[config.mk]
export PLATFORM = sky130hd
export DESIGN_NAME = tdm_rx_delay
export DESIGN_NICKNAME = d
export VERILOG_FILES = /design/src/rtl/tdm_rx_pkg.sv /design/src/rtl/tdm_rx_ctrl.sv /design/src/rtl/tdm_rx_lane.sv /design/src/rtl/tdm_rx_delay.sv
export SDC_FILE = /design/constraint.sdc
export NUM_CORES = 1
export LEC_CHECK = 0
export BUFFER_PORTS_ARGS = -buffer_cell sky130_fd_sc_hd__clkbuf_2
export CAP_MARGIN = 25
export CORE_ASPECT_RATIO = 0.8
export CORE_MARGIN = 4
export CORE_UTILIZATION = 55
export CTS_CLUSTER_SIZE = 12
export DETAILED_ROUTE_END_ITERATION = 8
export MAX_ROUTING_LAYER = met4
export PLACE_DENSITY = 0.75
export SETUP_SLACK_MARGIN = 0.15
export SLEW_MARGIN = 20
export SYNTH_ARGS = -nofsm -noshare
export SYNTH_HDL_FRONTEND = slang
export SYNTH_SLANG_ARGS = --single-unit
[constraint.sdc]
create_clock -name clk -period 6.55 [get_ports clk]
set_input_delay 0.655 -clock clk [delete_from_list [all_inputs] [get_ports clk]]
set_output_delay 0.655 -clock clk [all_outputs]
set_load 0.01 [all_outputs]
[src/rtl/tdm_rx_pkg.sv]
package tdm_rx_pkg;
  // ticks per bit at the fastest rate is 2**OS_LOG2, bits per frame at that rate 2**MAXBIT_LOG2
  localparam int OS_LOG2     = 3;
  localparam int MAXBIT_LOG2 = 11;
  localparam int POS_W       = OS_LOG2 + MAXBIT_LOG2;
  localparam int CH_W        = MAXBIT_LOG2 - 3;

  typedef logic [POS_W-1:0] pos_t;

  typedef enum logic [1:0] {
    RATE_2M  = 2'd0,
    RATE_4M  = 2'd1,
    RATE_8M  = 2'd2,
    RATE_16M = 2'd3
  } rate_e;

  // control -> datapath strobes
  typedef struct packed {
    logic sampleEn;
    logic locked;
    pos_t pos;
  } ctrl_t;
endpackage

[src/rtl/tdm_rx_ctrl.sv]
module tdm_rx_ctrl
  import tdm_rx_pkg::*;
#(
  parameter int NARROW_HALF = 8,
  parameter int WIDE_HALF   = 16
) (
  input  logic  clk,
  input  logic  rstN,
  input  logic  tickEn,
  input  logic  framePulse,
  input  logic  wideFrame,
  output ctrl_t ctrlBus
);
  logic fpPrev;
  logic locked;
  pos_t pos;
  logic pulseRise;
  pos_t halfTicks;

  assign pulseRise = tickEn && framePulse && !fpPrev;
  assign halfTicks = wideFrame ? pos_t'(WIDE_HALF) : pos_t'(NARROW_HALF);

  always_ff @(posedge clk) begin
    if (!rstN) begin
      fpPrev <= 1'b0;
      locked <= 1'b0;
      pos    <= '0;
    end else if (tickEn) begin
      fpPrev <= framePulse;
      if (pulseRise) begin
        // boundary lies halfTicks after the first high tick
        pos    <= pos_t'(1) - halfTicks;
        locked <= 1'b1;
      end else begin
        pos <= pos + pos_t'(1);
      end
    end
  end

  assign ctrlBus = '{sampleEn: tickEn, locked: locked, pos: pos};
endmodule

[src/rtl/tdm_rx_lane.sv]
module tdm_rx_lane
  import tdm_rx_pkg::*;
(
  input  logic            clk,
  input  logic            rstN,
  input  ctrl_t           ctrlBus,
  input  logic            sampleMode,
  input  logic [1:0]      rate,
  input  logic [4:0]      bitDelay,
  input  logic [8:0]      chanDelay,
  input  logic            serIn,
  output logic [7:0]      rxByte,
  output logic [CH_W-1:0] rxChan,
  output logic            rxValid
);
  logic [2:0]             bitShift;
  logic [2:0]             quarterShift;
  logic [5:0]             sampleQ;
  pos_t                   delayTicks;
  pos_t                   relTick;
  pos_t                   bitMask;
  logic [MAXBIT_LOG2-1:0] bitIdx;
  logic [CH_W-1:0]        rawCh;
  logic [CH_W-1:0]        chMask;
  logic [CH_W-1:0]        chan;
  logic                   onSample;
  logic                   lastBit;
  logic [6:0]             shReg;

  always_comb begin
    bitShift     = 3'(OS_LOG2 + 3) - {1'b0, rate};
    quarterShift = 3'(OS_LOG2 + 1) - {1'b0, rate};
    // sample point of bit 0, counted in quarter-bits from the frame boundary
    if (!sampleMode) sampleQ = {1'b0, bitDelay} + 6'd3;
    else             sampleQ = {1'b0, bitDelay[4:2], 2'b00} + {4'b0, bitDelay[1:0]} + 6'd1;
    delayTicks = (pos_t'(sampleQ) << quarterShift) - pos_t'(1);
    relTick    = ctrlBus.pos - delayTicks;
    bitMask    = (pos_t'(1) << bitShift) - pos_t'(1);
    onSample   = ctrlBus.sampleEn && ((relTick & bitMask) == '0);
    bitIdx     = MAXBIT_LOG2'(relTick >> bitShift);
    rawCh      = bitIdx[MAXBIT_LOG2-1:3];
    lastBit    = (bitIdx[2:0] == 3'd7);
    chMask     = CH_W'(((CH_W+1)'(1) << (CH_W - 3)) << rate) - CH_W'(1);
    chan       = CH_W'({1'b0, rawCh} - chanDelay) & chMask;
  end

  always_ff @(posedge clk) begin
    if (!rstN) begin
      shReg   <= '0;
      rxByte  <= '0;
      rxChan  <= '0;
      rxValid <= 1'b0;
    end else if (onSample) begin
      shReg   <= {shReg[5:0], serIn};
      rxValid <= lastBit && ctrlBus.locked;
      if (lastBit) begin
        rxByte <= {shReg, serIn};
        rxChan <= chan;
      end
    end else begin
      rxValid <= 1'b0;
    end
  end
endmodule

[src/rtl/tdm_rx_delay.sv]
module tdm_rx_delay
  import tdm_rx_pkg::*;
#(
  parameter int NUM_STREAMS = 4,
  parameter int NARROW_HALF = 8,
  parameter int WIDE_HALF   = 16
) (
  input  logic                      clk,
  input  logic                      rstN,
  input  logic                      tickEn,
  input  logic                      framePulse,
  input  logic                      wideFrame,
  input  logic                      sampleMode,
  input  logic [2*NUM_STREAMS-1:0]  rateSel,
  input  logic [5*NUM_STREAMS-1:0]  bitDelay,
  input  logic [9*NUM_STREAMS-1:0]  chanDelay,
  input  logic [NUM_STREAMS-1:0]    serIn,
  output logic [8*NUM_STREAMS-1:0]  rxByte,
  output logic [8*NUM_STREAMS-1:0]  rxChan,
  output logic [NUM_STREAMS-1:0]    rxValid
);
  ctrl_t ctrlBus;

  tdm_rx_ctrl #(.NARROW_HALF(NARROW_HALF), .WIDE_HALF(WIDE_HALF)) ctrl_i (
    .clk(clk), .rstN(rstN), .tickEn(tickEn), .framePulse(framePulse),
    .wideFrame(wideFrame), .ctrlBus(ctrlBus)
  );

  for (genvar s = 0; s < NUM_STREAMS; s++) begin : g_lane
    tdm_rx_lane lane_i (
      .clk(clk), .rstN(rstN), .ctrlBus(ctrlBus), .sampleMode(sampleMode),
      .rate(rateSel[2*s +: 2]), .bitDelay(bitDelay[5*s +: 5]),
      .chanDelay(chanDelay[9*s +: 9]), .serIn(serIn[s]),
      .rxByte(rxByte[8*s +: 8]), .rxChan(rxChan[8*s +: 8]),
      .rxValid(rxValid[s])
    );
  end
endmodule

==> results of run 1 <==
==> metrics by stage <==
| step | instances | hold slack (ns) | worst slack, ns |
|---|---|---|---|
| 4_1_cts | 2089 | 0.461 | 0.239 |
| 3_3_place_gp | 2072 | 0.440 | 0.123 |
| 2_1_floorplan | 1644 | 0.440 | 0.170 |
| 6_report | 2092 | 0.459 | 0.490 |
| 5_1_grt | 2092 | 0.470 | 0.0813 |
| 3_5_place_dp | 2073 | 0.449 | -0.116 |
==> flip-flops by register name, summed over array words and instances, names as in the netlist <==
name,count
g_lane.lane_i.shReg,28
ctrl_i.locked,1
ctrl_i.pos,14
g_lane.lane_i.rxByte,32
ctrl_i.fpPrev,1
g_lane.lane_i.rxValid,4
g_lane.lane_i.rxChan,32
==> cell families (layout without fill, tap and decap cells) <==
family,after synthesis,count (layout),share of synthesized area (%)
fa+ha+maj,195,195,19.2
flops,112,112,17.3
compound gates,391,391,20.8
xor+xnor,109,109,7.35
simple gates,520,520,18.6
mux,131,131,11.0
buf+inv,186,322,5.80
==> what timing repair did <==
| item | CTS | global route |
|---|---|---|
| hold buffers | 0 | 0 |
| buffers inserted | 0 | 3 |
| gates resized for setup | 0 | 30 |
| endpoints found under the setup margin | 0 | 11 |
==> area by class of cell <==
type | instances | area (um2)
clock buffers | 9 | 225
clock inverters | 7 | 72.6
fillers | 2069 | 8700
inverters | 106 | 400
multi-input cells | 1346 | 10100
flip-flops and latches | 112 | 2240
well taps | 312 | 390
repair buffers | 200 | 1170
==> cell usage in the layout, fill, tap and decap left out, types with 28 or more instances in the layout <==
cell / synthesis / final
a21o_1: 30 / 30
a21oi_1: 88 / 83
buf_4: 9 / 62
clkbuf_2: 0 / 137
dfxtp_1: 112 / 112
ha_1: 184 / 183
inv_1: 100 / 99
mux2i_1: 115 / 115
nand2_1: 127 / 127
nand2b_1: 28 / 28
nand3_1: 33 / 33
nor2_1: 199 / 199
o21ai_0: 79 / 71
xnor2_1: 55 / 54
xor2_1: 54 / 49
==> where the power goes <==
group          internal (mW)  switching, mW  total [mW]
Combinational          0.855           1.10        1.95
Clock                  0.271          0.297       0.568
Sequential             0.689         0.0199       0.709
Total                   1.81           1.42        3.23
==> critical path, delay by kind of cell <==
kind | cells | cell delay (ns)
adder cells (fa/ha/maj) | 4 | 1.29
XOR/XNOR | 3 | 0.61
buffers and inverters | 3 | 0.41
AND/OR/NAND/NOR | 6 | 0.86
multiplexers | 1 | 0.30
AO/OA/AOI/OAI | 11 | 2.20
==> per-layer routing <==
metal	vias to the layer above	part of all wire, %
li1	6136	-
met1	5731	47
met2	383	45
met3	45	6.2
met4	0	1.6
met5	-	0
==> final timing paths <==
check                           cells after the start  slack, ns                                      end
worst max-delay path                               28       0.49  g_lane[3].lane_i.rxChan[7]$_SDFFE_PN0P_
worst min-delay path                                2       0.46  g_lane[3].lane_i.rxChan[5]$_SDFFE_PN0P_
worst max register to register                     21       1.24  g_lane[3].lane_i.rxChan[7]$_SDFFE_PN0P_
worst min register to register                      2       0.46  g_lane[3].lane_i.rxChan[5]$_SDFFE_PN0P_
==> results.json, run 1 <==
{
  "status": "finished, final reports clean",
  "fin_crit_sh_pct": 92.5,
  "synth_nets": 1910,
  "ys_types": 86,
  "fin_util_pct": 62.7,
  "path_common_cell": "ha_1",
  "viasPerCell": 5.88,
  "use_met1_pct": 36.0,
  "relSlewSlack_pct": 55.6,
  "wirelength_mm": 34.0,
  "clock_latency_ns": 0.36,
  "setup_viol": 0,
  "grt_max_degree": 61,
  "chipHeight_um": 145,
  "rows": 50,
  "htree_levels": 3,
  "yosysSeqAreaShare_pct": 17.3,
  "crit_fanout": 5,
  "placed_area_um2": 14200,
  "tightest_slew_ns": 0.655,
  "cp-start-kind": "primary input",
  "hold_violations": 0,
  "synthArstFlopShare_pct": 0,
  "clock-root-buffer": "clkbuf_16",
  "cp.arrival_ns": 6.35,
  "fin_total_pwr_mw": 3.23,
  "busiest_layer": "met2",
  "yosysMostFrequentCell": "nor2_1",
  "critPathMaxStageDelay_ns": 0.50,
  "drt_iter0_drc": 1117,
  "design.core.area_um2": 23300,
  "rsz0062_at_grt": "true",
  "ir_worst_vdd_mv": 0.146,
  "area_growth_pct": 12.7,
  "drc_errors": 0,
  "fmax_ghz": 0.165,
  "fin_crit_ns": 6.06,
  "grt_util_met3_pct": 3.15,
  "syn_inst": 1644,
  "drive_gt1_share_pct": 15.9,
  "cts_tree": "yes",
  "cts_buffers": 9,
  "drv_cap": 0,
  "grt_pass1_vias": 11600,
  "finalSetupTns_ns": 0,
  "fin_area_um2": 14600,
  "path_clk_slew_ns": 0.08,
  "setup.worst_path.class": "in -> reg",
  "cts_sinks": 112,
  "dieWidth_um": 180,
  "firstDrtPassIters": 6,
  "power_density_nw_per_um2": 221,
  "required_ns": 6.84,
  "pin_count": 142,
  "hold_start": "g_lane[3].lane_i.rxChan[5]$_SDFFE_PN0P_",
  "yosys_most_used_dff": "dfxtp_1",
  "r2r-start": "ctrl_i.pos[1]$_SDFFE_PN0P_",
  "gr-usage-all-layers_pct": 26.0,
  "die_area_um2": 26200,
  "use_met2_pct": 41.1,
  "wire_per_inst_um": 16.3,
  "leakage_nw": 6.93,
  "grt_pass1_wl_mm": 57.1,
  "gr-total-overflow": 0,
  "port_buffers": 137,
  "place.gp.congestion": 0.946,
  "dp_hpwl_mm": 26.8,
  "clock_path_buffers": 2,
  "synth-seq-cells": 112,
  "drt.antenna.violating_nets": 0,
  "maxSlewViolCount": 0,
  "critPathSlowestCell": "o31ai_1",
  "synth_top_area_share_pct": 17.7,
  "antenna_found_initial": 0,
  "diodes": 0,
  "crit_path_end_kind": "flop",
  "yosys.area.top_type": "ha_1",
  "synth_area_leaders": "ha_1, dfxtp_1, mux2i_1, nor2_1, xnor2_1",
  "min_path_type": "reg -> reg",
  "synth_edf_count": 0,
  "synthTopCellsByCount": "nor2_1, ha_1, nand2_1, mux2i_1, dfxtp_1",
  "yosysWarnings": 0,
  "skew_ns": 0.00883,
  "syn_area_um2": 13000,
  "crit_start": "bitDelay[15]",
  "initial_core_util_pct": 55.7,
  "nNetsFinal": 2041,
  "vias": 12300,
  "syn_avg_cell_area_um2": 7.90
}
Power figures use the tool's default switching activity.
==> run 2, diff against run 1 <==
Settings changed: CTS_CLUSTER_SIZE 12 to 20, PLACE_DENSITY 0.75 to 0.72.
Clock period 6.55 ns to 6 ns, I/O delays scaled along.
==> results.json, run 2 (same netlist as run 1, synthesis figures left out) <==
{
  "fin_util_pct": 70.1,
  "port_buffers": 137,
  "fin_hold_ws_ns": 0.454,
  "cts_sinks": 112,
  "clkPwrFrac_pct": 16.0,
  "tightest_slew_ns": 0.797,
  "seq_power_share_pct": 19.0,
  "skew_ns": 0.00938,
  "pin_count": 142,
  "design.core.area_um2": 23300,
  "dp_hpwl_mm": 28.6,
  "clock_path_buffers": 2,
  "grt_pass1_wl_mm": 59.2,
  "power_density_nw_per_um2": 249,
  "postCtsHoldBufs": 0,
  "gr-usage-all-layers_pct": 27.2,
  "clock_latency_ns": 0.37,
  "initial_core_util_pct": 55.7,
  "cts_tree": "yes",
  "drv_cap": 0,
  "crit_path_end_kind": "flop",
  "setup_viol": 0,
  "mostFrequentLayoutCells": "buf_4, nor2_1, ha_1",
  "comb_power_share_pct": 65.0,
  "final_cell_count_no_fill": 2241,
  "nFillCells": 1908,
  "hold_violations": 0,
  "htree_levels": 3,
  "drive_gt1_share_pct": 27.2,
  "die_area_um2": 26200,
  "cp-start-kind": "primary input",
  "clock-root-buffer": "clkbuf_16",
  "maxSlewViolCount": 0,
  "chipHeight_um": 145,
  "r2r_slack_ns": 0.87,
  "drt.antenna.violating_nets": 0,
  "area_growth_pct": 25.9,
  "grt_max_degree": 76,
  "cts_buffers": 9,
  "wire_per_inst_um": 16.6,
  "p_int_mw": 2.38,
  "fmax_ghz": 0.174,
  "rows": 50,
  "dieWidth_um": 180,
  "finalSetupTns_ns": 0,
  "setup.worst_path.class": "in -> reg",
  "gr-total-overflow": 0,
  "p_sw_share_pct": 41.7,
  "firstDrtPassIters": 5,
  "place_inst": 2205,
  "vias": 13000,
  "viasPerCell": 5.80,
  "crit_fanout": 5,
  "ir_worst_vdd_mv": 0.222,
  "place.gp.congestion": 0.950,
  "drt_iter0_drc": 1084,
  "leakage_nw": 7.74,
  "final_common_cell": "buf_4",
  "min_path_type": "reg -> reg",
  "path_clk_slew_ns": 0.08,
  "grt_pass1_vias": 12200,
  "required_ns": 6.29,
  "fin_total_pwr_mw": 4.08,
  "status": "finished, final reports clean",
  "fin_crit_sh_pct": 95.6,
  "fin_crit_ns": 5.73,
  "reg_top3": "g_lane.lane_i.rxByte (32), g_lane.lane_i.rxChan (32), g_lane.lane_i.shReg (28)",
  "netSwitchingPower_mw": 1.70,
  "wirelength_mm": 37.1,
  "cp.arrival_ns": 6.03,
  "relSlewSlack_pct": 46.9,
  "drc_errors": 0,
  "antenna_found_initial": 3,
  "nNetsFinal": 2186,
  "rsz0062_at_grt": "true"
}
## run 2: final timing paths
check                                                             start                                 endpoint  cells past startpoint
worst max-delay path                                         sampleMode  g_lane[3].lane_i.rxChan[7]$_SDFFE_PN0P_                     28
worst min-delay path            g_lane[3].lane_i.rxChan[6]$_SDFFE_PN0P_  g_lane[3].lane_i.rxChan[6]$_SDFFE_PN0P_                      2
worst max register to register               ctrl_i.pos[1]$_SDFFE_PN0P_  g_lane[3].lane_i.rxChan[7]$_SDFFE_PN0P_                     22
worst min register to register  g_lane[3].lane_i.rxChan[6]$_SDFFE_PN0P_  g_lane[3].lane_i.rxChan[6]$_SDFFE_PN0P_                      2
## run 2: power groups by stage
stage                     Clock, mW  Combinational [mW]  Sequential, mW
after global placement            0                2.31           0.792
after detailed placement          0                2.36           0.792
after floorplan                   0                1.59           0.782
after global routing          0.695                2.89           0.777
after CTS                     0.671                2.38           0.775
final                         0.653                2.65           0.776
## run 2: per-stage QoR
step / area [um2] / worst slack [ns]
final: 16400 / 0.266
after global routing: 16400 / -0.0297
after CTS: 15600 / 0.151
after detailed placement: 15300 / -0.216
after global placement: 15200 / -0.118
after floorplan: 13100 / 0.0203
## run 2: critical path, stage by stage
cell,delay (ns)
clkbuf_2,0.10
inv_1,0.10
maj3_2,0.35
nand2_2,0.10
xor2_2,0.19
o21ai_1,0.09
nand2b_1,0.17
o211a_1,0.13
a31oi_1,0.16
ha_1,0.29
ha_4,0.31
nand3_2,0.11
o2111ai_4,0.27
a2111oi_4,0.13
nor3_4,0.32
nor4_1,0.10
a221oi_2,0.27
o21ai_1,0.12
mux2_2,0.28
ha_1,0.32
and2_1,0.15
o21ai_2,0.06
a31oi_1,0.22
xor2_1,0.34
nand4_1,0.16
o22a_1,0.22
a31o_2,0.24
a21oi_1,0.13
## run 2: repair_timing
action / in CTS / in global routing
buffers inserted: 0 / 16
endpoints found under the setup margin: 1 / 14
pin swaps: 1 / 67
gates resized for setup: 0 / 158
## run 2: final cells by class
| cell class | count | area [um2] | area share (%) |
|---|---|---|---|
| multi-input cells | 1346 | 10700 | 65.5 |
| repair buffers | 345 | 2260 | 13.8 |
| flip-flops and latches | 112 | 2240 | 13.7 |
| inverters | 106 | 409 | 2.50 |
| well taps | 312 | 390 | 2.39 |
| clock buffers | 10 | 239 | 1.46 |
| clock inverters | 6 | 86.3 | 0.528 |
| diodes | 4 | 10.0 | 0.0612 |
## run 2: layer usage
layer | track usage [%] | wire length [um] | up-vias
met3 | 4.90 | 2610 | 44
met2 | 42.0 | 16800 | 440
met5 | - | 0 | -
met4 | 5.75 | 639 | 0
li1 | - | - | 6442
met1 | 37.6 | 17100 | 6067
==> run 3, diff against run 2 <==
Settings changed: CORE_UTILIZATION 55 to 61, PLACE_DENSITY 0.72 to 0.79.
==> results.json, run 3 (same netlist as run 1, synthesis figures left out) <==
{
  "path_clk_slew_ns": 0.08,
  "min_path_type": "reg -> reg",
  "drt_iter0_drc": 1315,
  "hold_path_depth": 2,
  "relSlewSlack_pct": 51.6,
  "antenna_found_initial": 1,
  "fin_crit_ns": 5.72,
  "r2r_slack_ns": 0.85,
  "hold_start": "g_lane[3].lane_i.rxChan[5]$_SDFFE_PN0P_",
  "cts_sinks": 112,
  "reg2reg_depth": 25,
  "drv_cap": 0,
  "area_growth_pct": 24.7,
  "reg_top3": "g_lane.lane_i.rxByte (32), g_lane.lane_i.rxChan (32), g_lane.lane_i.shReg (28)",
  "vias": 13200,
  "chipHeight_um": 139,
  "nNetsFinal": 2154,
  "initial_core_util_pct": 62.4,
  "drive_gt1_share_pct": 26.6,
  "port_buffers": 137,
  "placed_area_um2": 14900,
  "clock-root-buffer": "clkbuf_16",
  "finalSetupTns_ns": 0,
  "drc_errors": 0,
  "power_density_nw_per_um2": 251,
  "wire_per_inst_um": 17.5,
  "fmax_ghz": 0.175,
  "path_common_cell": "buf_4",
  "cp_top_family": "compound AO/OA/AOI/OAI gates",
  "gr-usage-all-layers_pct": 29.5,
  "cts_tree": "yes",
  "cp.arrival_ns": 6.00,
  "die_area_um2": 23700,
  "setup.worst_path.class": "in -> reg",
  "postCtsHoldBufs": 0,
  "fin_area_um2": 16200,
  "pin_count": 142,
  "htree_levels": 3,
  "drt.antenna.violating_nets": 0,
  "path_buf_inv": 5,
  "place.gp.congestion": 0.968,
  "rsz0062_at_grt": "true",
  "r2r-start": "ctrl_i.pos[1]$_SDFFE_PN0P_",
  "cp-start-kind": "primary input",
  "dp_hpwl_mm": 27.5,
  "dieWidth_um": 171,
  "gr-total-overflow": 0,
  "ir_worst_vdd_mv": 0.192,
  "rows": 47,
  "mostFrequentLayoutCells": "nor2_1, buf_4, ha_1",
  "viasPerCell": 6.09,
  "hold_violations": 0,
  "fin_total_pwr_mw": 4.07,
  "clock_path_buffers": 2,
  "design.core.area_um2": 20800,
  "tightest_slew_ns": 0.723,
  "critPathMaxStageDelay_ns": 0.37,
  "required_ns": 6.29,
  "final_cell_count_no_fill": 2163,
  "critPathSlowestCell": "fa_2",
  "leakage_nw": 7.61,
  "fin_hold_ws_ns": 0.466,
  "final_common_cell": "nor2_1",
  "grt_pass1_vias": 12300,
  "cts_buffers": 9,
  "crit_path_end_kind": "flop",
  "wirelength_mm": 37.8,
  "crit_fanout": 5,
  "grt_max_degree": 72,
  "setup_viol": 0,
  "firstDrtPassIters": 6,
  "rr_endpoint": "g_lane[3].lane_i.rxChan[7]$_SDFFE_PN0P_",
  "maxSlewViolCount": 0,
  "grt_pass1_wl_mm": 57.9,
  "place_inst": 2118,
  "clock_latency_ns": 0.37,
  "fin_crit_sh_pct": 95.3,
  "whs_endpoint": "g_lane[3].lane_i.rxChan[5]$_SDFFE_PN0P_",
  "status": "finished, final reports clean",
  "skew_ns": 0.0145
}
==> run 3: cell types whose count changed in the layout (fill, tap and decap cells not counted), sizes merged <==
cell / delta
inv: +2
buf: -32
diode: -3
clkbuf: -1
bufinv: -1
==> run 3: timing repair <==
action / 4_1_cts / 5_1_grt
endpoints found under the setup margin: 5 / 14
resized for setup: 9 / 172
pin swaps: 3 / 85
setup buffers: 1 / 27
==> run 3: worst max path at each step <==
stage / from / to / slack, ns / cells after the start
after floorplan: rateSel[6] / g_lane[3].lane_i.rxChan[7]$_SDFFE_PN0P_ / 0.02 / 28
after global placement: sampleMode / g_lane[1].lane_i.rxChan[7]$_SDFFE_PN0P_ / -0.11 / 28
after detailed placement: sampleMode / g_lane[3].lane_i.rxChan[7]$_SDFFE_PN0P_ / -0.31 / 28
after CTS: sampleMode / g_lane[3].lane_i.rxChan[6]$_SDFFE_PN0P_ / 0.15 / 31
after global routing: sampleMode / g_lane[3].lane_i.rxChan[7]$_SDFFE_PN0P_ / -0.0002 / 31
final: bitDelay[15] / g_lane[3].lane_i.rxChan[7]$_SDFFE_PN0P_ / 0.28 / 32
==> run 3: tightest hold or removal path, stage by stage, from the launching register on <==
cell and delay, ns:
dfxtp_1 0.32, nand2_1 0.05, a21oi_1 0.05
==> run 3: report_power, final <==
| group | switching (mW) | internal (mW) | leakage [nW] | total, mW |
|---|---|---|---|---|
| combinational | 1.42 | 1.25 | 6.55 | 2.67 |
| sequential | 0.0223 | 0.752 | 0.905 | 0.775 |
| clock | 0.328 | 0.300 | 0.150 | 0.628 |
==> run 3: layer usage <==
| layer | vias to the layer above | routed length [um] | track usage (%) |
|---|---|---|---|
| met3 | 73 | 2480 | 4.62 |
| met1 | 6186 | 16500 | 38.7 |
| met4 | 0 | 905 | 6.13 |
| met2 | 533 | 17800 | 48.2 |
| li1 | 6382 | - | - |
| met5 | - | 0 | - |
==> run 3: per-stage QoR <==
stage	utilization, %	setup slack (ns)
CTS	73.1	0.145
floorplan	-	0.0203
global placement	71.4	-0.113
global route	77.8	-0.000192
detailed placement	71.4	-0.305
finish	77.8	0.282
==> run 3: layout make-up <==
cell class	count	area, um2
Sequential cell	112	2240
Tap cell	269	337
Timing Repair Buffer	313	2030
Multi-Input combinational cell	1346	10900
Clock inverter	7	81.3
Fill cell	1441	4630
Clock buffer	9	225
Inverter	106	417
Antenna cell	1	2.50
